==> src/rtl/bsplit_pkg.sv <==
package bsplit_pkg;

    // Width of beat counts, page lengths and burst lengths (max 16)
    localparam int unsigned CNT_W = 5;

    typedef enum logic [1:0] {
        BSP_IDLE  = 2'd0,
        BSP_ISSUE = 2'd1,
        BSP_FAULT = 2'd2
    } bsp_state_e;

    // Word count from a request length code
    function automatic logic [CNT_W-1:0] len_from_code(input logic [1:0] code);
        return 5'd1 << code;
    endfunction

    // Page length in words from the page select field; 11 falls back to 4
    function automatic logic [CNT_W-1:0] page_from_code(input logic [1:0] code);
        return (code == 2'b11) ? 5'd4 : (5'd4 << code);
    endfunction

endpackage

==> src/rtl/bsplit_decode.sv <==
module bsplit_decode
    import bsplit_pkg::*;
#(
    parameter int unsigned ADDR_W = 32
) (
    input  logic [ADDR_W-1:0]   addr,
    input  logic [1:0]          len_code,
    input  logic                is_wrap,
    input  logic [1:0]          page_sel,
    input  logic                wrap_ok,
    output logic [CNT_W-1:0]    len_words,
    output logic [CNT_W-1:0]    page_words,
    output logic                misaligned,
    output logic                native_wrap,
    output logic [ADDR_W-3:0]   base_word
);
    localparam int unsigned WORD_W = ADDR_W - 2;

    logic [ADDR_W-1:0] span_bytes;
    logic [ADDR_W-1:0] span_mask;
    logic              multi;

    always_comb begin
        len_words  = len_from_code(len_code);
        page_words = page_from_code(page_sel);
        multi      = (len_words != 5'd1);

        // Byte span of the whole burst, used for the incrementing alignment rule
        span_bytes = {{(ADDR_W-CNT_W-2){1'b0}}, len_words, 2'b00};
        span_mask  = span_bytes - {{(ADDR_W-1){1'b0}}, 1'b1};

        if (!multi)
            misaligned = 1'b0;
        else if (is_wrap)
            misaligned = (addr[1:0] != 2'b00);
        else
            misaligned = ((addr & span_mask) != '0);

        native_wrap = is_wrap && multi && wrap_ok && (len_words <= page_words);

        base_word = addr[ADDR_W-1:2]
                  & ~{{(WORD_W-CNT_W){1'b0}}, (len_words - 5'd1)};
    end

endmodule

==> src/rtl/bsplit_piece.sv <==
module bsplit_piece
    import bsplit_pkg::*;
(
    input  logic [CNT_W-1:0] cur_lo,
    input  logic [CNT_W-1:0] remain,
    input  logic [CNT_W-1:0] len_words,
    input  logic [CNT_W-1:0] page_words,
    input  logic             native,
    output logic [CNT_W-1:0] beats
);
    logic [CNT_W-1:0] to_page;
    logic [CNT_W-1:0] to_block;
    logic [CNT_W-1:0] nearer;

    always_comb begin
        // Distance to the next page boundary and to the end of the wrap block
        to_page  = page_words - (cur_lo & (page_words - 5'd1));
        to_block = len_words  - (cur_lo & (len_words  - 5'd1));
        nearer   = (to_page < to_block) ? to_page : to_block;

        if (native)
            beats = remain;
        else
            beats = (remain < nearer) ? remain : nearer;
    end

endmodule

==> src/rtl/page_burst_splitter.sv <==
module page_burst_splitter
    import bsplit_pkg::*;
#(
    parameter int unsigned ADDR_W = 32
) (
    input  logic              clk,
    input  logic              rst_n,
    input  logic [1:0]        cfg_page_sel,
    input  logic              cfg_wrap_ok,
    input  logic              req_valid,
    output logic              req_ready,
    input  logic [ADDR_W-1:0] req_addr,
    input  logic [1:0]        req_len,
    input  logic              req_wrap,
    input  logic [1:0]        req_width,
    output logic              cmd_valid,
    input  logic              cmd_ready,
    output logic [ADDR_W-1:0] cmd_addr,
    output logic [4:0]        cmd_beats,
    output logic              cmd_wrap,
    output logic [1:0]        cmd_width,
    output logic              err_misalign
);
    localparam int unsigned WORD_W = ADDR_W - 2;
    localparam logic [1:0]  WIDTH_WORD = 2'b10;

    bsp_state_e state_q, state_d;

    logic [WORD_W-1:0] cur_q,  base_q;
    logic [CNT_W-1:0]  len_q,  rem_q, page_q;
    logic              native_q;
    logic [1:0]        width_q, lo_q;

    // Decoded request
    logic [CNT_W-1:0]  dec_len, dec_page;
    logic              dec_misaligned, dec_native;
    logic [WORD_W-1:0] dec_base;

    // Current piece
    logic [CNT_W-1:0]  piece_beats;
    logic [WORD_W-1:0] next_word;
    logic [WORD_W-1:0] block_end;
    logic [CNT_W-1:0]  rem_after;

    logic req_take, cmd_take;

    bsplit_decode #(.ADDR_W(ADDR_W)) u_decode (
        .addr        (req_addr),
        .len_code    (req_len),
        .is_wrap     (req_wrap),
        .page_sel    (cfg_page_sel),
        .wrap_ok     (cfg_wrap_ok),
        .len_words   (dec_len),
        .page_words  (dec_page),
        .misaligned  (dec_misaligned),
        .native_wrap (dec_native),
        .base_word   (dec_base)
    );

    bsplit_piece u_piece (
        .cur_lo     (cur_q[CNT_W-1:0]),
        .remain     (rem_q),
        .len_words  (len_q),
        .page_words (page_q),
        .native     (native_q),
        .beats      (piece_beats)
    );

    assign req_take  = req_valid && req_ready;
    assign cmd_take  = cmd_valid && cmd_ready;
    assign block_end = base_q + {{(WORD_W-CNT_W){1'b0}}, len_q};
    assign rem_after = rem_q - piece_beats;

    always_comb begin
        next_word = cur_q + {{(WORD_W-CNT_W){1'b0}}, piece_beats};
        if (next_word == block_end)
            next_word = base_q;
    end

    // Next-state logic
    always_comb begin
        state_d = state_q;
        unique case (state_q)
            BSP_IDLE: begin
                if (req_take)
                    state_d = dec_misaligned ? BSP_FAULT : BSP_ISSUE;
            end
            BSP_ISSUE: begin
                if (cmd_take && (rem_after == '0))
                    state_d = BSP_IDLE;
            end
            BSP_FAULT: state_d = BSP_IDLE;
            default:   state_d = BSP_IDLE;
        endcase
    end

    // State register
    always_ff @(posedge clk or negedge rst_n) begin
        if (!rst_n)
            state_q <= BSP_IDLE;
        else
            state_q <= state_d;
    end

    // Burst cursor: loaded at acceptance, advanced per accepted command
    always_ff @(posedge clk or negedge rst_n) begin
        if (!rst_n) begin
            cur_q    <= '0;
            base_q   <= '0;
            len_q    <= 5'd1;
            rem_q    <= '0;
            page_q   <= 5'd4;
            native_q <= 1'b0;
            width_q  <= 2'b00;
            lo_q     <= 2'b00;
        end else if (state_q == BSP_IDLE && req_take) begin
            cur_q    <= req_addr[ADDR_W-1:2];
            base_q   <= dec_base;
            len_q    <= dec_len;
            rem_q    <= dec_len;
            page_q   <= dec_page;
            native_q <= dec_native;
            width_q  <= (dec_len == 5'd1) ? req_width : WIDTH_WORD;
            lo_q     <= req_addr[1:0];
        end else if (state_q == BSP_ISSUE && cmd_take) begin
            cur_q <= next_word;
            rem_q <= rem_after;
            lo_q  <= 2'b00;
        end
    end

    // Outputs
    always_comb begin
        req_ready    = (state_q == BSP_IDLE);
        cmd_valid    = (state_q == BSP_ISSUE);
        err_misalign = (state_q == BSP_FAULT);
        cmd_addr     = {cur_q, lo_q};
        cmd_beats    = piece_beats;
        cmd_wrap     = native_q;
        cmd_width    = width_q;
    end


    no_page_cross_chk: assert property (@(posedge clk) disable iff (!rst_n)
        (cmd_valid && !cmd_wrap) |->
            ({1'b0, (cmd_addr[CNT_W+1:2] & (page_q - 5'd1))} + {1'b0, cmd_beats}) <= {1'b0, page_q});


    beats_bounded_chk: assert property (@(posedge clk) disable iff (!rst_n)
        cmd_valid |-> (cmd_beats != '0) && (cmd_beats <= rem_q));


    cmd_hold_chk: assert property (@(posedge clk) disable iff (!rst_n)
        (cmd_valid && !cmd_ready) |=>
            (cmd_valid && $stable(cmd_addr) && $stable(cmd_beats)
             && $stable(cmd_wrap) && $stable(cmd_width)));


    ready_excl_chk: assert property (@(posedge clk) disable iff (!rst_n)
        !(req_ready && cmd_valid));


    err_pulse_chk: assert property (@(posedge clk) disable iff (!rst_n)
        err_misalign |=> (!err_misalign && req_ready && !cmd_valid));


    multi_word_chk: assert property (@(posedge clk) disable iff (!rst_n)
        (cmd_valid && cmd_beats > 5'd1) |-> (cmd_width == WIDTH_WORD));

endmodule

==> config.mk <==
export PLATFORM = sky130hd
export DESIGN_NAME = page_burst_splitter
export DESIGN_NICKNAME = d
export VERILOG_FILES = /design/src/rtl/bsplit_pkg.sv /design/src/rtl/bsplit_decode.sv /design/src/rtl/bsplit_piece.sv /design/src/rtl/page_burst_splitter.sv
export SDC_FILE = /design/constraint.sdc
export NUM_CORES = 1
export LEC_CHECK = 0
export CAP_MARGIN = 20
export CORE_MARGIN = 2
export CORE_UTILIZATION = 28
export DETAILED_ROUTE_END_ITERATION = 16
export PLACE_DENSITY = 0.59
export REMOVE_ABC_BUFFERS = 1
export SLEW_MARGIN = 5
export SYNTH_ARGS = -nofsm -noshare
export SYNTH_HDL_FRONTEND = slang
export SYNTH_SLANG_ARGS = --single-unit
==> constraint.sdc <==
create_clock -name clk -period 6.8 [get_ports clk]
set_input_delay 0.68 -clock clk [delete_from_list [all_inputs] [get_ports clk]]
set_output_delay 0.68 -clock clk [all_outputs]
set_load 0.01 [all_outputs]
==> Word-level counts from Yosys, hierarchy flattened <==
Cells that the tools add are included.
{ "op_classes": {"add_sub_neg": 9, "multipliers": 0, "n_div": 0, "order_cmp": 3, "n_eq_ne": 8, "shifts": 2, "muxes": 18, "bitwise": 5, "reduce_logical": 14} }
{ "op_table": {"columns": ["op", "n"], "rows": [
  ["$mux 30", 3],
  ["$add 30x5->30", 2],
  ["$and 32x32->32", 1],
  ["$reduce_bool 32->1", 1],
  ["$and 30x30->30", 1],
  ["$eq 30x30->1", 1],
  ["$mux 5", 6],
  ["$not 5->30", 1],
  ["$sub 5x1->5 const B", 3],
  ["$sub 5x5->5", 3],
  ["$mux 2", 6],
  ["$and 5x5->5", 2],
  ["$lt 5x5->1", 2],
  ["$logic_and 1x1->1", 8],
  ["$sub 7x1->8 const B", 1],
  ["$eq 5x1->1 const B", 1],
  ["$le 5x5->1", 1],
  ["$logic_not 5->1", 1],
  ["$ne 5x1->1 const B", 1],
  ["$shl 1x2->5 const A", 1],
  ["$shl 3x2->5 const A", 1],
  ["$eq 2x2->1 const B", 2],
  ["$ne 2x1->1 const B", 2],
  ["$pmux 2 s2", 1],
  ["other kinds (5)", 7]
]} }
{ "word_totals": {"register_bits": 82, "latch_bits": 0, "mem_bits_rw": 0, "rom_bits": 0, "in_bits": 44, "out_inout_bits": 43, "elab_cells": 68, "memories": 0} }

==> Longest topological paths before layout <==
Gate-level depths: netlist of the first run.
{ "logic_depth": {"ltp_word": 13, "mapped_depth": 41, "depth_no_buf": 36} }

==> Cells and area by module <==
From an unflattened synthesis of the first run, not the netlist that was laid out.
{ "unflattened": {"hier_cells": 815, "area_unflattened_um2": 7005.5} }
{ "by_module_without_submodules": {"columns": ["mod", "instances", "cells_each", "area_each_um2", "seq_area_each_um2"], "rows": [
  ["page_burst_splitter", 1, 643, 5725.5, 2054.5],
  ["bsplit_piece", 1, 113, 843.3, 0.0],
  ["bsplit_decode", 1, 59, 436.7, 0.0]
]} }

==> Worst setup path before layout of the first run <==
No wires, ideal clock.
{ "synth_path": {"path_kind": "register -> register", "from": "reg len_q[1]", "to": "reg cur_q[22]", "setup_time_ps": 127, "t_arrival_ps": 7467, "t_required_ps": 6673, "slack_ps": -793, "stages_incl_launch_ff": 39, "n_path_buf": 4, "period_less_slack_ps": 7593, "path_cell_list": "dfrtp_1 clkbuf_1 inv_1 ha_1 a21oi_1 o21ai_0 o21ai_0 nand2_1 o21ai_0 xnor2_1 inv_1 ha_1 nand3_1 a21oi_1 nor2b_1 maj3_1 o21ai_0 inv_1 [3 not listed] a21oi_1 or2_2 and2_1 clkbuf_1 a21oi_1 ha_1 fa_1 a32o_1 o211ai_1 nor3_1 xnor2_1 a221o_1 nor4_1 nor4bb_1 buf_2 clkbuf_1 a211oi_1 nand3b_1"} }
{ "synth_between": {"elab_chain_len": 13, "elab_cells_between_ends": 14, "classes_between": "4 x add/sub; 2 x order compare; 1 x eq/ne; 6 x mux; 1 x bitwise"} }
{ "synth_lines": {"columns": ["item", "line_no", "text"], "rows": [
  ["from (decl)", "page_burst_splitter.sv:30", "logic [CNT_W-1:0] len_q, rem_q, page_q;"],
  ["from (signal assigned)", "page_burst_splitter.sv:119", "len_q <= dec_len;"],
  ["$sub 5x1->5", "bsplit_piece.sv:18", "to_block = len_words - (cur_lo & (len_words - 5'd1));"],
  ["$and 5x5->5", "bsplit_piece.sv:18", null],
  ["$sub 5x5->5 *", "bsplit_piece.sv:18", null],
  ["$lt 5x5->1", "bsplit_piece.sv:19", "nearer = (to_page < to_block) ? to_page : to_block;"],
  ["$mux 5 *", "bsplit_piece.sv:19", null],
  ["$lt 5x5->1", "bsplit_piece.sv:24", "beats = (remain < nearer) ? remain : nearer;"],
  ["$mux 5 *", "bsplit_piece.sv:24", null],
  ["$mux 5 *", "bsplit_piece.sv:21", "if (native)"],
  ["via cmd_beats[0]", "page_burst_splitter.sv:19", "output logic [4:0] cmd_beats,"],
  ["$add 30x5->30 *", "page_burst_splitter.sv:75", "next_word = cur_q + {{(WORD_W-CNT_W){1'b0}}, piece_beats};"],
  ["$eq 30x30->1", "page_burst_splitter.sv:76", "if (next_word == block_end)"],
  ["$mux 30 *", "page_burst_splitter.sv:76", null],
  ["$mux 30 *", "page_burst_splitter.sv:125", "end else if (state_q == BSP_ISSUE && cmd_take) begin"],
  ["$mux 30 *", "page_burst_splitter.sv:116", "end else if (state_q == BSP_IDLE && req_take) begin"],
  ["to (signal assigned)", "page_burst_splitter.sv:117", "cur_q <= req_addr[ADDR_W-1:2];"],
  ["to (signal assigned)", "page_burst_splitter.sv:126", "cur_q <= next_word;"],
  ["to (decl)", "page_burst_splitter.sv:29", "logic [WORD_W-1:0] cur_q, base_q;"]
]} }
Mark *: on every way through the listed nets, which the timed path passes. The rest lies on a longest branch. The select of a mux whose other input is x is not followed.
A chain may end at the register's enable or synchronous reset.

==> Worst setup path after layout of the first run <==
{ "layout_path": {"from": "reg len_q[0]", "to": "reg cur_q[7]"} }
{ "layout_between": {"elab_chain_len": 13, "elab_cells_between_ends": 14, "classes_between": "4 x add/sub; 2 x order compare; 1 x eq/ne; 6 x mux; 1 x bitwise"} }
{ "layout_lines": {"columns": ["item", "line_no"], "rows": [
  ["$sub 5x1->5", "bsplit_piece.sv:18"],
  ["$and 5x5->5", "bsplit_piece.sv:18"],
  ["$sub 5x5->5", "bsplit_piece.sv:18"],
  ["$lt 5x5->1", "bsplit_piece.sv:19"],
  ["$mux 5", "bsplit_piece.sv:19"],
  ["$lt 5x5->1", "bsplit_piece.sv:24"],
  ["$mux 5", "bsplit_piece.sv:24"],
  ["$mux 5", "bsplit_piece.sv:21"],
  ["$add 30x5->30", "page_burst_splitter.sv:75"],
  ["$eq 30x30->1", "page_burst_splitter.sv:76"],
  ["$mux 30 *", "page_burst_splitter.sv:76"],
  ["$mux 30 *", "page_burst_splitter.sv:125"],
  ["$mux 30 *", "page_burst_splitter.sv:116"]
]} }
Every way passes the cells marked *; elsewhere a longest branch is shown, timed or not. The select of a mux whose other input is x is not followed.

==> flow_metrics.py, run 1 <==
metrics = {
    "status": {
        "status": "finished, violations left",
        "violations": "negative setup slack",
    },
    "clocking": {
        "clock_path_buffers": 2,
        "cts_tree": "done",
        "cts_buffers": 9,
        "clkTransAtPathRegs_ns": 0.07,
        "postCtsHoldBufs": 0,
        "cts-root-buf": "clkbuf_16",
        "ctsHtreeMaxLevel": 3,
        "clock_sinks": 79,
        "clk_latency_ns": 0.36,
    },
    "layout": {
        "drive_above_1_share_pct": 26.2,
        "final_nets": 1097,
        "nFillCells": 2356,
        "seq_area_um2": 1980,
        "syn_to_final_growth_pct": 46.9,
        "antenna_cells": 0,
        "multi_input_area_um2": 4900,
    },
    "synthesis": {
        "ys_seq_area_share_pct": 29.3,
        "ys.flop_type": "dfrtp_1",
        "syn-instance-count": 823,
        "ys.warnings.count": 0,
        "yosysUniqueCellTypes": 75,
        "syn_area_um2": 6750,
        "synthArstFlopShare_pct": 100,
        "synth.avg_cell_area_um2": 8.21,
        "ys_seq_elements": 79,
        "synth-edff-count": 0,
    },
    "routing": {
        "drt_iter0_drc": 543,
        "drc": 0,
        "drt_first_pass_iters": 5,
        "via_count": 7230,
        "drt-total-wl_um": 24600,
        "vias_per_cell": 5.38,
        "wl_per_cell_um": 18.3,
        "detail-route-antenna-nets": 0,
    },
    "timing": {
        "slew_viol_final": 0,
        "fin_crit_ns": 6.95,
        "fmax_mhz": 144,
        "tightest_slew_ns": 0.797,
        "fin_skew_ns": 0.00905,
        "setup-violations-final": 30,
        "rsz0062_at_grt": "true",
        "fin_crit_sh_pct": 102,
        "relSlewSlack_pct": 46.7,
        "tns_ns": -3.63,
        "timing_hold_violations_final": 0,
        "setup_ws_ns": -0.150,
        "hold_ws_ns": 0.298,
    },
    "die": {
        "rows": 56,
        "core_um2": 23500,
        "die_w_um": 159,
        "initial_core_util_pct": 28.7,
        "design.die.area_um2": 25400,
        "die_h_um": 159,
        "io_pins": 87,
    },
    "worst_setup_path": {
        "path_buf_inv": 8,
        "end_kind": "flip-flop",
        "start_kind": "flip-flop",
        "critPathMaxFanout": 8,
        "reg2reg_depth": 40,
        "crit_type": "flip-flop to flip-flop",
        "cp.depth": 40,
        "arrival_ns": 7.19,
        "worst_path_max_delay_cell": "dfstp_2",
        "slowest_delay_ns": 0.54,
        "critPathTopFamily": "compound AO/OA/AOI/OAI gates",
        "rrSetupSlack_ns": -0.15,
        "critPathRequiredTime_ns": 7.04,
    },
    "placed_design": {
        "io_buffers": 86,
        "dp_hpwl_um": 16600,
        "gp_congestion": 0.920,
    },
    "global_route": {
        "grt_first_pass_wirelength_um": 39100,
        "grt_pass1_vias": 7214,
        "grt_max_degree": 80,
        "grt_usage_pct": 19.1,
        "antenna_found_initial": 0,
        "grt-ovfl-total": 0,
    },
    "job": {
        "cap_violations": 0,
    },
    "hold_path": {
        "hp-class": "primary input to asynchronous set/reset pin",
    },
}
-- cells in the final DEF (no fill, tap or decap), drive strengths merged, types with 7 or more instances in the layout --
| cell type | n |
|---|---|
| a21oi | 41 |
| o21a | 7 |
| clkdlybuf4s50 | 85 |
| o21ai | 40 |
| nand2 | 137 |
| nor3 | 17 |
| buf | 143 |
| or2 | 7 |
| inv | 30 |
| nand3 | 32 |
| nand4 | 29 |
| nor4 | 13 |
| xnor2 | 39 |
| nor2 | 39 |
| a21o | 10 |
| clkbuf | 13 |
| o211ai | 11 |
| a21boi | 12 |
| dfrtp | 77 |
| o22ai | 19 |
| a211oi | 34 |
| ha | 29 |
| and2 | 10 |
| nor3b | 8 |
| and3 | 12 |
| nand3b | 19 |
| xor2 | 15 |
-- path summary, 6_finish.rpt --
kind / start / endpoint
max: len_q[0] / cur_q[7]
min: rst_n / base_q[19]
max reg2reg: len_q[0] / cur_q[7]
min reg2reg: cmd_width[0] / cmd_width[0]
max in group asynchronous: rst_n / len_q[0]
min in group clk: cmd_width[0] / cmd_width[0]
-- per-layer routing --
layer | vias up | GRT usage, % | routed length (um)
met3 | 63 | 3.83 | 1270
met4 | 0 | 6.65 | 804
li1 | 3430 | - | -
met5 | - | 0 | 0
met2 | 249 | 31.6 | 11700
met1 | 3488 | 24.9 | 10900
-- worst reg2reg max path: cells and delay by family, from the launching register on --
| kind | cells | cell delay (ns) |
|---|---|---|
| compound gates | 15 | 1.89 |
| fa+ha+maj | 6 | 1.61 |
| simple gates | 9 | 1.33 |
| buf+inv | 8 | 1.00 |
| flops | 1 | 0.54 |
| xor+xnor | 2 | 0.51 |
-- state kept, by name, indices dropped and copies added (netlist names) --
| register | cells |
|---|---|
| cur_q | 30 |
| state_q | 2 |
| cmd_wrap | 1 |
| base_q | 30 |
| cmd_width | 2 |
| rem_q | 5 |
| lo_q | 2 |
| page_q | 3 |
| len_q | 4 |
-- cells by family after synthesis --
family,share of synthesized area (%)
DFF,29.3
buffers and inverters,5.15
adders and majority gates,6.56
and+or+nand+nor,27.0
xor gates and xnor gates,9.36
AOI/OAI and AO/OA,21.8
muxes,0.760
-- cells in the mapped netlist (5+ instances only) --
library cell	number	area, um2
nor3_1	17	85.1
o21a_1	7	52.6
and3_1	12	75.1
nand2_1	137	514
nand4_1	29	181
a211oi_1	27	203
buf_2	7	35.0
nand2b_1	5	31.3
a211oi_2	7	87.6
o211ai_1	11	82.6
nor2_1	39	146
xnor2_1	39	342
and2_1	6	37.5
nor3b_2	5	62.6
a21oi_1	41	205
dfrtp_1	77	1930
nand3b_1	19	143
xor2_1	15	131
o31a_1	5	43.8
inv_1	30	113
nor4_1	12	75.1
nand4b_1	5	43.8
or3_1	6	37.5
a21boi_0	11	82.6
or2_2	6	37.5
a21o_1	10	75.1
ha_1	29	363
nand3_1	32	160
clkbuf_1	28	105
o21ai_0	38	190
xnor3_1	6	135
o22ai_1	19	119
-- metrics by stage --
step | setup slack (ns) | util [%] | cells | instance area, um2
after CTS | -0.0785 | 40.8 | 1340 | 9610
after detailed placement | -0.830 | 36.7 | 1292 | 8650
after global routing | -0.523 | 42.1 | 1345 | 9920
final | -0.150 | 42.1 | 1345 | 9920
after global placement | -0.681 | 36.7 | 1292 | 8650
after floorplan | -4.08 | - | 777 | 6520
-- timing repair --
item	in CTS	in global routing
endpoints found under the setup margin	30	30
pin swaps	39	33
setup buffers	27	3
gates resized for setup	79	50
gates cloned	5	3
-- final cells by class --
type / count / share of cell area, %
timing repair buffer: 231 / 21.9
clock buffer: 10 / 2.31
tap: 319 / 4.02
inverter: 30 / 1.14
clock inverter: 6 / 1.34
sequential: 79 / 20.0
multi-input combinational: 670 / 49.4
Power of run 1 is left out: the tool's default activity adds up to more than one toggle a clock period on the data nets, which glitch-free logic cannot reach.
==> run 2: changes to the inputs <==
--- a/config.mk
+++ b/config.mk
@@ -10,6 +10,7 @@
 export CORE_UTILIZATION = 28
 export DETAILED_ROUTE_END_ITERATION = 16
 export PLACE_DENSITY = 0.59
+export RECOVER_POWER = 25
 export REMOVE_ABC_BUFFERS = 1
 export SLEW_MARGIN = 5
 export SYNTH_ARGS = -nofsm -noshare
==> run 2 against run 1 <==
  * The run ends with max-capacitance violations, max-slew violations, negative setup slack left
  * Register-to-register slack about the same
  * Via count about the same
  * Hold slack better by 0.18 ns
  * Count of clock-buffer cells in the layout unchanged
  * Clock skew about the same
  * Sequential cell count unchanged
  * Cell count unchanged
  * Design area down 0.20%
  * Routed wire length about the same
  * Critical path depth unchanged
==> flow_metrics.py, run 2 (same netlist as run 1, synthesis figures left out) <==
metrics = {
    "status": {
        "status": "finished, violations left",
        "violations": "max-capacitance violations, max-slew violations, negative setup slack",
    },
    "global_route": {
        "grt-ovfl-total": 0,
        "grt.met3_usage_pct": 3.83,
        "antenna_found_initial": 0,
        "grt_util_met2_pct": 31.6,
        "grt_first_pass_wirelength_um": 39100,
        "grt_pass1_vias": 7214,
        "grt_usage_pct": 19.1,
        "grt_use_met1_pct": 24.9,
        "grt_max_degree": 80,
        "grt.busiest_layer": "met2",
    },
    "routing": {
        "detail-route-antenna-nets": 0,
        "drt-total-wl_um": 24600,
        "drt_first_pass_iters": 7,
        "drt_iter0_drc": 563,
        "wl_per_cell_um": 18.3,
        "vias_per_cell": 5.38,
        "drc": 0,
        "via_count": 7231,
    },
    "clocking": {
        "cts_tree": "done",
        "clk_latency_ns": 0.36,
        "cts-root-buf": "clkbuf_16",
        "clock_sinks": 79,
        "cts_buffers": 9,
        "ctsHtreeMaxLevel": 3,
        "clock_path_buffers": 2,
        "postCtsHoldBufs": 0,
        "clkTransAtPathRegs_ns": 0.07,
    },
    "die": {
        "design.die.area_um2": 25400,
        "io_pins": 87,
        "rows": 56,
        "die_h_um": 159,
        "core_um2": 23500,
        "initial_core_util_pct": 28.7,
        "die_w_um": 159,
    },
    "worst_setup_path": {
        "start_kind": "flip-flop",
        "worst_path_max_delay_cell": "dfstp_2",
        "path_buf_inv": 8,
        "slowest_delay_ns": 0.54,
        "rrSetupSlack_ns": -0.15,
        "reg2reg_depth": 40,
        "r2r_start": "len_q[0]",
        "end_kind": "flip-flop",
        "r2r-end": "cur_q[15]",
        "crit_type": "flip-flop to flip-flop",
        "critPathRequiredTime_ns": 7.03,
        "critPathTopFamily": "compound AO/OA/AOI/OAI gates",
        "arrival_ns": 7.18,
        "critPathMaxFanout": 8,
    },
    "placed_design": {
        "gp_congestion": 0.920,
        "placed_area_um2": 8650,
        "dp.cells": 1292,
        "io_buffers": 86,
        "dp_hpwl_um": 16600,
    },
    "timing": {
        "fmax_mhz": 144,
        "slew_viol_final": 82,
        "timing_hold_violations_final": 0,
        "tightest_slew_ns": 2.20,
        "fin_skew_ns": 0.00942,
        "relSlewSlack_pct": -46.4,
        "rsz0062_at_grt": "true",
        "setup-violations-final": 30,
        "setup_ws_ns": -0.151,
        "fin_crit_ns": 6.95,
        "fin_crit_sh_pct": 102,
    },
    "hold_path": {
        "hp-class": "flip-flop to flip-flop",
        "hold_depth": 2,
        "whs_endpoint": "cmd_width[0]",
        "min_from": "cmd_width[0]",
    },
    "layout": {
        "antenna_cells": 0,
        "syn_to_final_growth_pct": 46.6,
        "finalInstanceArea_um2": 9900,
        "layoutNonFillerInstCount": 1345,
        "final_nets": 1097,
        "drive_above_1_share_pct": 26.0,
        "reg_top3": "base_q (30), cur_q (30), rem_q (5)",
        "layout_common_cells": "nand2_1 (132), buf_4 (120), clkdlybuf4s50_1 (85), dfrtp_1 (77), xnor2_1 (38)",
        "layout_commonest_cell": "nand2_1",
    },
    "job": {
        "cap_violations": 2,
    },
}
-- run 2: final cells by class --
cell class | instances | area [um2]
Fill cell | 2358 | 13600
Multi-Input combinational cell | 670 | 4900
Timing Repair Buffer | 231 | 2150
Sequential cell | 79 | 1980
Tap cell | 319 | 399
Clock buffer | 10 | 229
Clock inverter | 6 | 133
Inverter | 30 | 113
-- run 2: per-layer routing --
layer	share of wire, %	wire length [um]	up-vias
met5	0	0	-
met2	48	11700	244
met1	44	10900	3495
met3	5.0	1240	55
met4	3.0	748	0
li1	-	-	3437
-- run 2: how the worst max path moves through the flow --
stage | from | endpoint | slack, ns | depth (start not counted)
final | len_q[0] | cur_q[15] | -0.15 | 40
after floorplan | len_q[0] | cur_q[15] | -4.08 | 34
after global routing | len_q[0] | cur_q[10] | -0.52 | 39
after detailed placement | len_q[0] | cur_q[8] | -0.83 | 35
after global placement | len_q[0] | cur_q[7] | -0.68 | 36
after CTS | len_q[0] | cur_q[3] | -0.08 | 38
-- run 2: timing repair --
item,in CTS,in global routing
setup buffers,27,3
pin swaps,39,33
cloned,5,3
endpoints found under the setup margin,30,30
gates resized for setup,79,50
-- run 2: through the flow --
| stage | util (%) | TNS (ns) | worst slack [ns] | hold WS [ns] |
|---|---|---|---|---|
| CTS | 40.8 | -1.55 | -0.0785 | 0.485 |
| global route | 42.0 | -14.26 | -0.523 | 0.514 |
| global placement | 36.7 | -19.09 | -0.681 | 0.465 |
| finish | 42.0 | -3.60 | -0.151 | 0.480 |
| floorplan | - | -116.05 | -4.08 | 0.384 |
| detailed placement | 36.7 | -23.22 | -0.830 | 0.474 |
-- run 2: worst reg2reg max path: cells and delay by family, from the launching register on --
kind	cells	cell delay, ns
xor+xnor	2	0.51
buf+inv	8	0.99
fa+ha+maj	6	1.61
simple gates	9	1.32
compound gates	15	1.87
flops	1	0.54
Power of run 2 is left out for the same reason.
